===== src/rtl/evt_pkg.sv =====
package evt_pkg;
  localparam int NUM_CORE  = 4;
  localparam int NUM_HWLVL = 7;
  localparam int NUM_GP    = 9;
  localparam int NPOS      = NUM_CORE + NUM_GP;
  localparam int POS_W     = $clog2(NPOS);
  localparam int EVT_W     = 4;
  localparam int SLOT_W    = 3;
  localparam int LVL_W     = 3;

  typedef enum logic [SLOT_W-1:0] {
    SLOT_EMU = 3'd0,
    SLOT_RST = 3'd1,
    SLOT_NMI = 3'd2,
    SLOT_EXC = 3'd3,
    SLOT_IRQ = 3'd4
  } slot_e;

  // priority position to event number: core events keep their index, levels start at 7
  function automatic logic [EVT_W-1:0] pos2evt(input logic [POS_W-1:0] p);
    if (p < POS_W'(NUM_CORE)) return EVT_W'(p);
    return EVT_W'(p) + EVT_W'(3);
  endfunction

  function automatic slot_e pos2slot(input logic [POS_W-1:0] p);
    if (p < POS_W'(NUM_CORE)) return slot_e'(p[SLOT_W-1:0]);
    return SLOT_IRQ;
  endfunction
endpackage


===== src/rtl/evt_prio.sv =====
module evt_prio #(
  parameter int W     = 13,
  parameter int IDX_W = 4
) (
  input  logic [W-1:0]     vec_i,
  output logic             any_o,
  output logic [IDX_W-1:0] idx_o
);
  // lowest set index is the highest priority
  always_comb begin
    any_o = 1'b0;
    idx_o = '0;
    for (int i = W - 1; i >= 0; i--) begin
      if (vec_i[i]) begin
        any_o = 1'b1;
        idx_o = IDX_W'(i);
      end
    end
  end
endmodule


===== src/rtl/evt_route.sv =====
module evt_route
  import evt_pkg::*;
#(
  parameter int NUM_PERIPH = 8,
  parameter int RIDX_W     = 3
) (
  input  logic                  clk,
  input  logic                  rst_n,
  input  logic [NUM_PERIPH-1:0] periph_i,
  input  logic                  wr_en_i,
  input  logic [RIDX_W-1:0]     wr_idx_i,
  input  logic [LVL_W-1:0]      wr_lvl_i,
  output logic [NUM_HWLVL-1:0]  lvl_req_o
);
  logic [LVL_W-1:0] route_q [NUM_PERIPH];
  logic [LVL_W-1:0] route_d [NUM_PERIPH];
  logic             route_en;

  assign route_en = wr_en_i && (wr_lvl_i < LVL_W'(NUM_HWLVL));

  always_comb begin
    for (int n = 0; n < NUM_PERIPH; n++) route_d[n] = route_q[n];
    route_d[wr_idx_i] = wr_lvl_i;
  end

  always_ff @(posedge clk or negedge rst_n) begin
    if (!rst_n) begin
      for (int n = 0; n < NUM_PERIPH; n++) route_q[n] <= LVL_W'(n % NUM_HWLVL);
    end else if (route_en) begin
      for (int n = 0; n < NUM_PERIPH; n++) route_q[n] <= route_d[n];
    end
  end

  always_comb begin
    lvl_req_o = '0;
    for (int n = 0; n < NUM_PERIPH; n++) begin
      if (periph_i[n]) lvl_req_o[route_q[n]] = 1'b1;
    end
  end
endmodule


===== src/rtl/evt_ctrl.sv =====
module evt_ctrl
  import evt_pkg::*;
#(
  parameter int NUM_PERIPH = 8,
  localparam int RIDX_W    = (NUM_PERIPH > 1) ? $clog2(NUM_PERIPH) : 1
) (
  input  logic                  clk,
  input  logic                  rst_n,
  input  logic [NUM_PERIPH-1:0] periph_irq_i,
  input  logic                  route_we_i,
  input  logic [RIDX_W-1:0]     route_idx_i,
  input  logic [2:0]            route_lvl_i,
  input  logic                  mask_we_i,
  input  logic [8:0]            mask_i,
  input  logic                  emu_req_i,
  input  logic                  core_rst_req_i,
  input  logic                  nmi_pin_i,
  input  logic                  wdog_exp_i,
  input  logic                  exc_req_i,
  input  logic [1:0]            swi_req_i,
  input  logic                  rfe_i,
  output logic                  take_o,
  output logic [3:0]            evt_num_o,
  output logic [2:0]            ret_sel_o,
  output logic [12:0]           active_o
);
  logic [NUM_HWLVL-1:0] hw_lvl;
  logic [NPOS-1:0]      req_raw, pend_q, pend_d, elig, act_rem, act_q, act_d;
  logic [NPOS-1:0]      win_oh, ret_oh;
  logic [NUM_GP-1:0]    mask_q, mask_d;
  logic                 win_any, cur_any, rem_any, take_d, take_q;
  logic [POS_W-1:0]     win_idx, cur_idx, rem_idx;
  logic [EVT_W-1:0]     evt_q;
  slot_e                slot_q;

  // stage one: peripheral routing
  evt_route #(.NUM_PERIPH(NUM_PERIPH), .RIDX_W(RIDX_W)) u_route (
    .clk(clk), .rst_n(rst_n), .periph_i(periph_irq_i),
    .wr_en_i(route_we_i), .wr_idx_i(route_idx_i), .wr_lvl_i(route_lvl_i),
    .lvl_req_o(hw_lvl)
  );

  // stage two: request merge in priority-position order
  assign req_raw = {swi_req_i, hw_lvl, exc_req_i, nmi_pin_i | wdog_exp_i,
                    core_rst_req_i, emu_req_i};
  assign elig    = pend_q & ~{mask_q, {NUM_CORE{1'b0}}};

  evt_prio #(.W(NPOS), .IDX_W(POS_W)) u_win (.vec_i(elig),    .any_o(win_any), .idx_o(win_idx));
  evt_prio #(.W(NPOS), .IDX_W(POS_W)) u_cur (.vec_i(act_q),   .any_o(cur_any), .idx_o(cur_idx));
  evt_prio #(.W(NPOS), .IDX_W(POS_W)) u_rem (.vec_i(act_rem), .any_o(rem_any), .idx_o(rem_idx));

  assign ret_oh  = (rfe_i && cur_any) ? (NPOS'(1) << cur_idx) : '0;
  assign act_rem = act_q & ~ret_oh;
  assign take_d  = win_any && (!rem_any || (win_idx < rem_idx));
  assign win_oh  = take_d ? (NPOS'(1) << win_idx) : '0;

  always_comb begin
    pend_d = (pend_q & ~win_oh) | req_raw;
    act_d  = act_rem | win_oh;
    mask_d = mask_we_i ? mask_i : mask_q;
  end

  always_ff @(posedge clk or negedge rst_n) begin
    if (!rst_n) begin
      pend_q <= '0;
      act_q  <= '0;
      mask_q <= '0;
      take_q <= 1'b0;
    end else begin
      pend_q <= pend_d;
      act_q  <= act_d;
      mask_q <= mask_d;
      take_q <= take_d;
    end
  end

  always_ff @(posedge clk or negedge rst_n) begin
    if (!rst_n) begin
      evt_q  <= '0;
      slot_q <= SLOT_EMU;
    end else if (take_d) begin
      evt_q  <= pos2evt(win_idx);
      slot_q <= pos2slot(win_idx);
    end
  end

  assign take_o    = take_q;
  assign evt_num_o = evt_q;
  assign ret_sel_o = slot_q;
  assign active_o  = act_q;
endmodule


===== config.mk =====
export PLATFORM = sky130hd
export DESIGN_NAME = evt_ctrl
export DESIGN_NICKNAME = d
export VERILOG_FILES = /design/src/rtl/evt_pkg.sv /design/src/rtl/evt_prio.sv /design/src/rtl/evt_route.sv /design/src/rtl/evt_ctrl.sv
export SDC_FILE = /design/constraint.sdc
export NUM_CORES = 1
export LEC_CHECK = 0
export BUFFER_PORTS_ARGS = -buffer_cell sky130_fd_sc_hd__buf_2
export CORE_ASPECT_RATIO = 0.6
export CORE_UTILIZATION = 55
export DETAILED_ROUTE_END_ITERATION = 6
export PLACE_DENSITY = 0.77
export SYNTH_ARGS = -nofsm -noshare
export SYNTH_HDL_FRONTEND = slang
export SYNTH_HIERARCHICAL = 1
export SYNTH_SLANG_ARGS = --single-unit

===== constraint.sdc =====
create_clock -name clk -period 10.3 [get_ports clk]
set_input_delay 1.03 -clock clk [delete_from_list [all_inputs] [get_ports clk]]
set_output_delay 1.03 -clock clk [all_outputs]
set_load 0.02 [all_outputs]

# --- Word level (Yosys, flattened, before mapping) ---
# Cells that the tools add are included.
totals:
  regBits: 67
classes:
  n_bitwise: 17
  order_cmp: 21
  n_shift: 2
  reduce_logical: 14
  muxes: 113
  addsub: 1
op_table:
  columns: ["cell", "n"]
  rows:
  - ["two-way mux 4 bit", 41]
  - ["two-way mux 7 bit", 8]
  - ["two-way mux 1 bit", 49]
  - ["OR 7 bit", 7]
  - ["AND 13 bit", 3]
  - ["NOT 13 bit", 3]
  - ["< comparator 3 x 4 -> 1 bit (second input constant)", 8]
  - ["two-way mux 13 bit", 2]
  - ["OR 13 bit", 2]
  - ["<< shifter 1 x 4 -> 13 bit (first input constant)", 2]
  - ["bitwise mux 24 bit", 1]
  - ["demux 1 bit (select 3 bit)", 8]
  - ["greater-or-equal comparator 3 x 1 -> 1 bit (second input constant)", 8]
  - ["logical AND 1 bit", 12]
  - ["demux 3 bit (select 3 bit)", 1]
  - ["two-way mux 3 bit", 3]
  - ["adder 4 x 2 -> 4 bit (second input constant)", 1]
  - ["greater-or-equal comparator 4 bit (second input constant)", 1]
  - ["< comparator 4 x 1 -> 1 bit (second input constant)", 1]
  - ["< comparator 4 x 3 -> 1 bit (second input constant)", 1]
  - ["< comparator 4 bit", 1]
  - ["NOT 3 -> 4 bit", 1]
  - ["< comparator 3 bit (second input constant)", 1]
  - ["logical NOT 1 bit", 1]
  - ["other kinds (2)", 2]

# --- Logic depth before layout (Yosys ltp) ---
logic_depth:
  word_depth: 37
  ltp_mapped: 18

# --- By module ---
# The synthesis kept the hierarchy.
modules_own_cells:
  columns: ["module", "seq_area_each_um2", "instances", "cells_per_inst", "area_each_um2"]
  rows:
  - ["evt_ctrl", 1076.0, 1, 182, 2083.2]
  - ["evt_route", 611.8, 1, 152, 1527.7]
  - ["evt_prio", 0.0, 3, 24, 156.4]

# --- Least setup slack after synthesis ---
# Ideal clock, no wire load.
synth_timing:
  path_kind: "reg-to-reg"
  startpoint: "reg act_q[11], in the netlist active_o[11]"
  endpoint: "reg evt_q[1], in the netlist evt_num_o[1]"
  t_arrival_ns: 3.411
  required_time_ns: 10.175
  stages_incl_launch_ff: 18
  path_slack_ns: 6.764
  setup_time_ns: 0.125
  cell_sequence: "dfrtp_1 > nor2b_1 > o21ai_1 > o21ai_1 > o31a_1 > or3_1 > o21a_1 > nor4_2 > nand2_1 > nor2_1 > inv_1 > ha_1 > a21oi_1 > nand2_1 > o22a_2 > inv_2 > buf_6 > mux2_4"
synth_between:
  elab_cells_between_ends: 59
  cone_classes: "order compare: 1; shift: 1; mux: 51; bitwise: 2; reduce/logical: 4"
synth_lines:
  columns: ["element", "line_no", "text"]
  rows:
  - ["from (decl)", "evt_ctrl.sv:28", "logic [NPOS-1:0] req_raw, pend_q, pend_d, elig, act_rem, act_q, act_d;"]
  - ["from (signal assigned)", "evt_ctrl.sv:71", "act_q <= act_d;"]
  - ["two-way mux 4 bit (12 in a row)", "evt_prio.sv:14", "if (vec_i[i]) begin"]
  - ["net cur_idx[0]", "evt_ctrl.sv:32", "logic [POS_W-1:0] win_idx, cur_idx, rem_idx;"]
  - ["<< shifter 1 x 4 -> 13 bit", "evt_ctrl.sv:52", "assign ret_oh = (rfe_i && cur_any) ? (NPOS'(1) << cur_idx) : '0;"]
  - ["two-way mux 13 bit", "evt_ctrl.sv:52", null]
  - ["NOT 13 bit", "evt_ctrl.sv:53", "assign act_rem = act_q & ~ret_oh;"]
  - ["AND 13 bit", "evt_ctrl.sv:53", null]
  - ["net act_rem[6]", "evt_ctrl.sv:28", null]
  - ["two-way mux 4 bit (7 in a row)", "evt_prio.sv:14", null]
  - ["net rem_idx[3]", "evt_ctrl.sv:32", null]
  - ["< comparator 4 bit", "evt_ctrl.sv:54", "assign take_d = win_any && (!rem_any || (win_idx < rem_idx));"]
  - ["logical OR 1 bit", "evt_ctrl.sv:54", null]
  - ["logical AND 1 bit", "evt_ctrl.sv:54", null]
  - ["to (signal assigned)", "evt_ctrl.sv:82", "evt_q <= pos2evt(win_idx);"]
  - ["to (decl)", "evt_ctrl.sv:33", "logic [EVT_W-1:0] evt_q;"]
# The timed path passes the listed nets, and every way through them passes these cells.
# A chain may end at the register's enable or synchronous reset.

# --- Worst setup path after layout ---
layout_timing:
  startpoint: "reg act_q[10], in the netlist active_o[10]"
  endpoint: "reg slot_q[0], in the netlist ret_sel_o[0]"
layout_between:
  elab_cells_between_ends: 57
  cone_classes: "order compare: 1; shift: 1; mux: 49; bitwise: 2; reduce/logical: 4"
layout_lines:
  columns: ["element", "line_no", "text"]
  rows:
  - ["two-way mux 4 bit (11 in a row)", "evt_prio.sv:14", null]
  - ["net cur_idx[1]", "evt_ctrl.sv:32", null]
  - ["<< shifter 1 x 4 -> 13 bit", "evt_ctrl.sv:52", null]
  - ["two-way mux 13 bit", "evt_ctrl.sv:52", null]
  - ["NOT 13 bit", "evt_ctrl.sv:53", null]
  - ["AND 13 bit", "evt_ctrl.sv:53", null]
  - ["net act_rem[11]", "evt_ctrl.sv:28", null]
  - ["two-way mux 4 bit (12 in a row)", "evt_prio.sv:14", null]
  - ["net rem_idx[3]", "evt_ctrl.sv:32", null]
  - ["< comparator 4 bit", "evt_ctrl.sv:54", null]
  - ["logical OR 1 bit", "evt_ctrl.sv:54", null]
  - ["logical AND 1 bit", "evt_ctrl.sv:54", null]
  - ["to (signal assigned)", "evt_ctrl.sv:83", "slot_q <= pos2slot(win_idx);"]
  - ["to (decl)", "evt_ctrl.sv:34", "slot_e slot_q;"]
# The timed path passes the listed nets, and every way through them passes these cells.

==> flow_summary.json <==
{
  "outcome": "finished clean",
  "io_buffers": 55,
  "synth_mux_area_share_pct": 11.4,
  "yosysWarnings": 6,
  "grt_pass1_vias": 3147,
  "viasPerCell": 6.38,
  "die_h_um": 68.7,
  "postLayoutCoreUtil_pct": 67.8,
  "ys_types": 57,
  "cts.sinks": 67,
  "drc_errors": 0,
  "die_area_sq_um": 7780,
  "synth_compound_area_share_pct": 17.0,
  "syn_avg_cell_area_sq_um": 10.0,
  "drv_cap": 0,
  "ys_ff_latch": 67,
  "r2r_end": "ret_sel_o[0]",
  "grt_start_max_net_pins": 68,
  "ys_seq_area_share_pct": 41.4,
  "grt_usage_pct": 31.1,
  "peakVddDrop_mv": 0.153,
  "fin_tns_setup_ns": 0,
  "pin_count": 56,
  "reg2regPathDepth": 16,
  "p_per_area_nw_per_um2": 220,
  "rsz0062_at_grt": "false",
  "fillers": 545,
  "wl_um": 11300,
  "met3_usage_pct": 9.35,
  "cts_max_level": 3,
  "core_sq_um": 6910,
  "synthXorXnorAreaFrac_pct": 0.215,
  "grt_util_met1_pct": 49.9,
  "synth_cells": 406,
  "whs_endpoint": "evt_num_o[3]",
  "cp-end-kind": "flop",
  "gp_congestion": 0.959,
  "clock_latency_ns": 0.33,
  "critical-path-max-stage-delay_ns": 0.47,
  "cp.required_ns": 10.51,
  "root_buffer": "clkbuf_16",
  "critPathLaunchType": "flop",
  "busiest_layer": "met1",
  "nets": 507,
  "finalClockSkew_ns": 0.00723,
  "crit_arrival_ns": 4.46,
  "clkTransAtPathRegs_ns": 0.05,
  "post_cts_buffers": 0,
  "grt_antenna_before_repair": 0,
  "criticalPathCategory": "flop to flop",
  "final_hold_viol_count": 0,
  "clockBufferDepth": 2,
  "finalCriticalPeriod_ns": 4.24,
  "p_leak_nw": 1.99,
  "slew_headroom_pct": 35.4,
  "cts_buffers": 9,
  "syn_area_sq_um": 4080,
  "timing.final.crit_share_pct": 41.2,
  "slew_violations": 0,
  "met2_usage_pct": 39.1,
  "cts_tree": "yes",
  "vias": 3540,
  "num_antenna_cells": 0,
  "r2r_setup_slack_ns": 6.06,
  "r2r_start": "active_o[10]",
  "synth_nets": 450,
  "ant_nets": 0,
  "ctsHoldBuffers": 0,
  "rows": 23,
  "start_util_pct": 59.1,
  "fp.dieW_um": 113,
  "synth_top_family_by_area": "simple AND/OR/NAND/NOR gates",
  "cpMostUsedCell": "nor2_1",
  "synth-adder-area-share_pct": 2.76,
  "initialDrtViolationCount": 304,
  "slowest_stage": "inv_2",
  "cp_max_fo": 32,
  "min_path_type": "flop to flop",
  "hpwl_um": 8550,
  "yosys_most_used_dff": "dfrtp_1",
  "finalSetupViolations": 0,
  "first_pass_iters": 7,
  "cp_cell_sequence": "nor2_1 -> o31ai_1 -> a211oi_1 -> nor3_1 -> nand2b_1 -> o21a_1 -> nor4_2 -> and2b_1 -> nor2_1 -> inv_1 -> ha_1 -> a21oi_1 -> nand2_1 -> o22a_2 -> inv_2 -> mux2_2",
  "tightest_slew_ns": 0.965,
  "wire_per_inst_um": 20.4,
  "fmax_mhz": 236,
  "ys_async_sr_fraction_pct": 100,
  "drive_above_1_share_pct": 31.0,
  "syn_to_final_growth_pct": 14.8,
  "synthSimpleGateAreaFrac_pct": 23.2,
  "hp-start": "evt_num_o[3]",
  "ctsResizeCount": 0,
  "synth_edf_count": 0,
  "min_path_cells": 1,
  "grt_remaining_overflow": 0,
  "grt_pass1_wl_um": 17500
}
-- worst max-delay path by stage --
stage	endpoint	startpoint	slack (ns)
after floorplan	evt_num_o[1]	active_o[11]	6.76
after global placement	ret_sel_o[0]	rfe_i	6.27
after detailed placement	ret_sel_o[0]	rfe_i	6.16
after CTS	ret_sel_o[0]	active_o[8]	6.19
after global routing	ret_sel_o[0]	active_o[8]	5.81
final	ret_sel_o[0]	active_o[10]	6.06
-- worst max-delay path, delay by kind of cell, from the launching register on --
family                   cells  cell delay (ns)
adder cells (fa/ha/maj)      1             0.24
multiplexers                 1             0.40
AND/OR/NAND/NOR              7             1.31
AO/OA/AOI/OAI                5             1.22
flip-flops                   1             0.42
buffers and inverters        2             0.52
-- per-stage QoR --
step                      total power (W)  cell area [sq um]  setup WS [ns]  cells  hold WS [ns]
after CTS                         0.00103               4680           6.19    555         0.511
after global routing              0.00109               4680           5.81    555         0.527
after detailed placement         0.000745               4420           6.16    539         0.491
after floorplan                  0.000658               4080           6.76    406         0.474
final                             0.00103               4680           6.06    555         0.510
after global placement           0.000735               4420           6.27    539         0.489
-- synth_stat cells, drive strengths merged, types with 2 or more instances --
library cell	count	area share, %
a2111oi	2	0.43
a211oi	3	0.55
a21boi	3	0.55
a21oi	12	1.5
a311oi	4	0.86
a31o	12	2.6
a31oi	8	1.4
a32oi	4	0.86
a41oi	8	1.7
and2b	4	0.74
and3	3	0.46
and4b	2	0.49
buf	8	1.2
clkbuf	2	0.18
dfrtp	58	36
dfstp	9	5.8
ha	9	2.8
inv	29	2.7
mux2	38	11
mux2i	3	0.74
nand2	20	1.8
nand2b	7	1.1
nand3	14	1.7
nand4	5	0.77
nand4b	6	1.3
nor2	37	3.4
nor2b	22	3.4
nor3	12	1.6
nor3b	8	1.6
nor4	9	3.4
nor4bb	3	0.74
o21a	13	2.4
o21ai	9	1.1
o22a	2	0.46
o31a	3	0.64
o31ai	4	0.74
o32ai	2	0.43
-- logic make-up (layout without fill, tap and decap cells) --
logic type,Yosys count,count (layout)
multiplexers,41,41
flip-flops,67,67
AO/OA/AOI/OAI,93,93
XOR/XNOR,1,1
AND/OR/NAND/NOR,156,156
adder cells (fa/ha/maj),9,9
buffers and inverters,39,101
-- flip-flops by register name, indices dropped and copies added, names as in the netlist --
register and count:
u_route/route_q 24, evt_num_o 4, take_o 1, mask_q 9, ret_sel_o 3, pend_q 13, active_o 13
-- cell usage in the layout, fill, tap and decap left out, types with 4 or more instances in the layout --
master | netlist | routed
a31oi_1 | 7 | 7
nand3_1 | 14 | 14
nor2_1 | 37 | 37
nand2b_1 | 7 | 7
clkbuf_1 | 2 | 4
mux2_2 | 36 | 36
nand2_1 | 20 | 20
and2b_1 | 4 | 4
clkbuf_16 | 0 | 9
o31ai_1 | 4 | 4
nor3_1 | 11 | 11
nor3b_1 | 7 | 7
o21ai_1 | 6 | 6
o21a_1 | 13 | 13
dfstp_2 | 9 | 9
dfrtp_1 | 58 | 58
a32oi_1 | 4 | 4
a311oi_1 | 4 | 4
a41oi_1 | 8 | 8
a21oi_1 | 12 | 12
nand4_1 | 5 | 5
nor4_2 | 6 | 6
inv_2 | 4 | 4
ha_1 | 9 | 9
buf_2 | 3 | 55
a31o_2 | 12 | 12
inv_1 | 25 | 25
nor2b_1 | 22 | 22
nand4b_1 | 6 | 6
-- power by group --
group / internal, W / total [W] / switching (W)
clock: 0.000169 / 0.000276 / 0.000107
combinational: 0.000144 / 0.000373 / 0.000229
sequential: 0.000316 / 0.000380 / 0.0000639
-- final cells by class --
cell class	instances	area (sq um)	share of cell area, %
clock buffer	14	254	5.42
clock inverter	2	12.5	0.267
inverter	29	109	2.32
multi-input combinational	300	2230	47.6
sequential	67	1690	36.1
tap	87	109	2.32
timing repair buffer	56	283	6.04
-- metal layers --
metal / vias to the layer above / routed length [um]
met4: 0 / 80
met5: - / 0
met2: 182 / 4120
met3: 10 / 1130
met1: 1716 / 6030
li1: 1632 / -
Power figures use the tool's default switching activity.
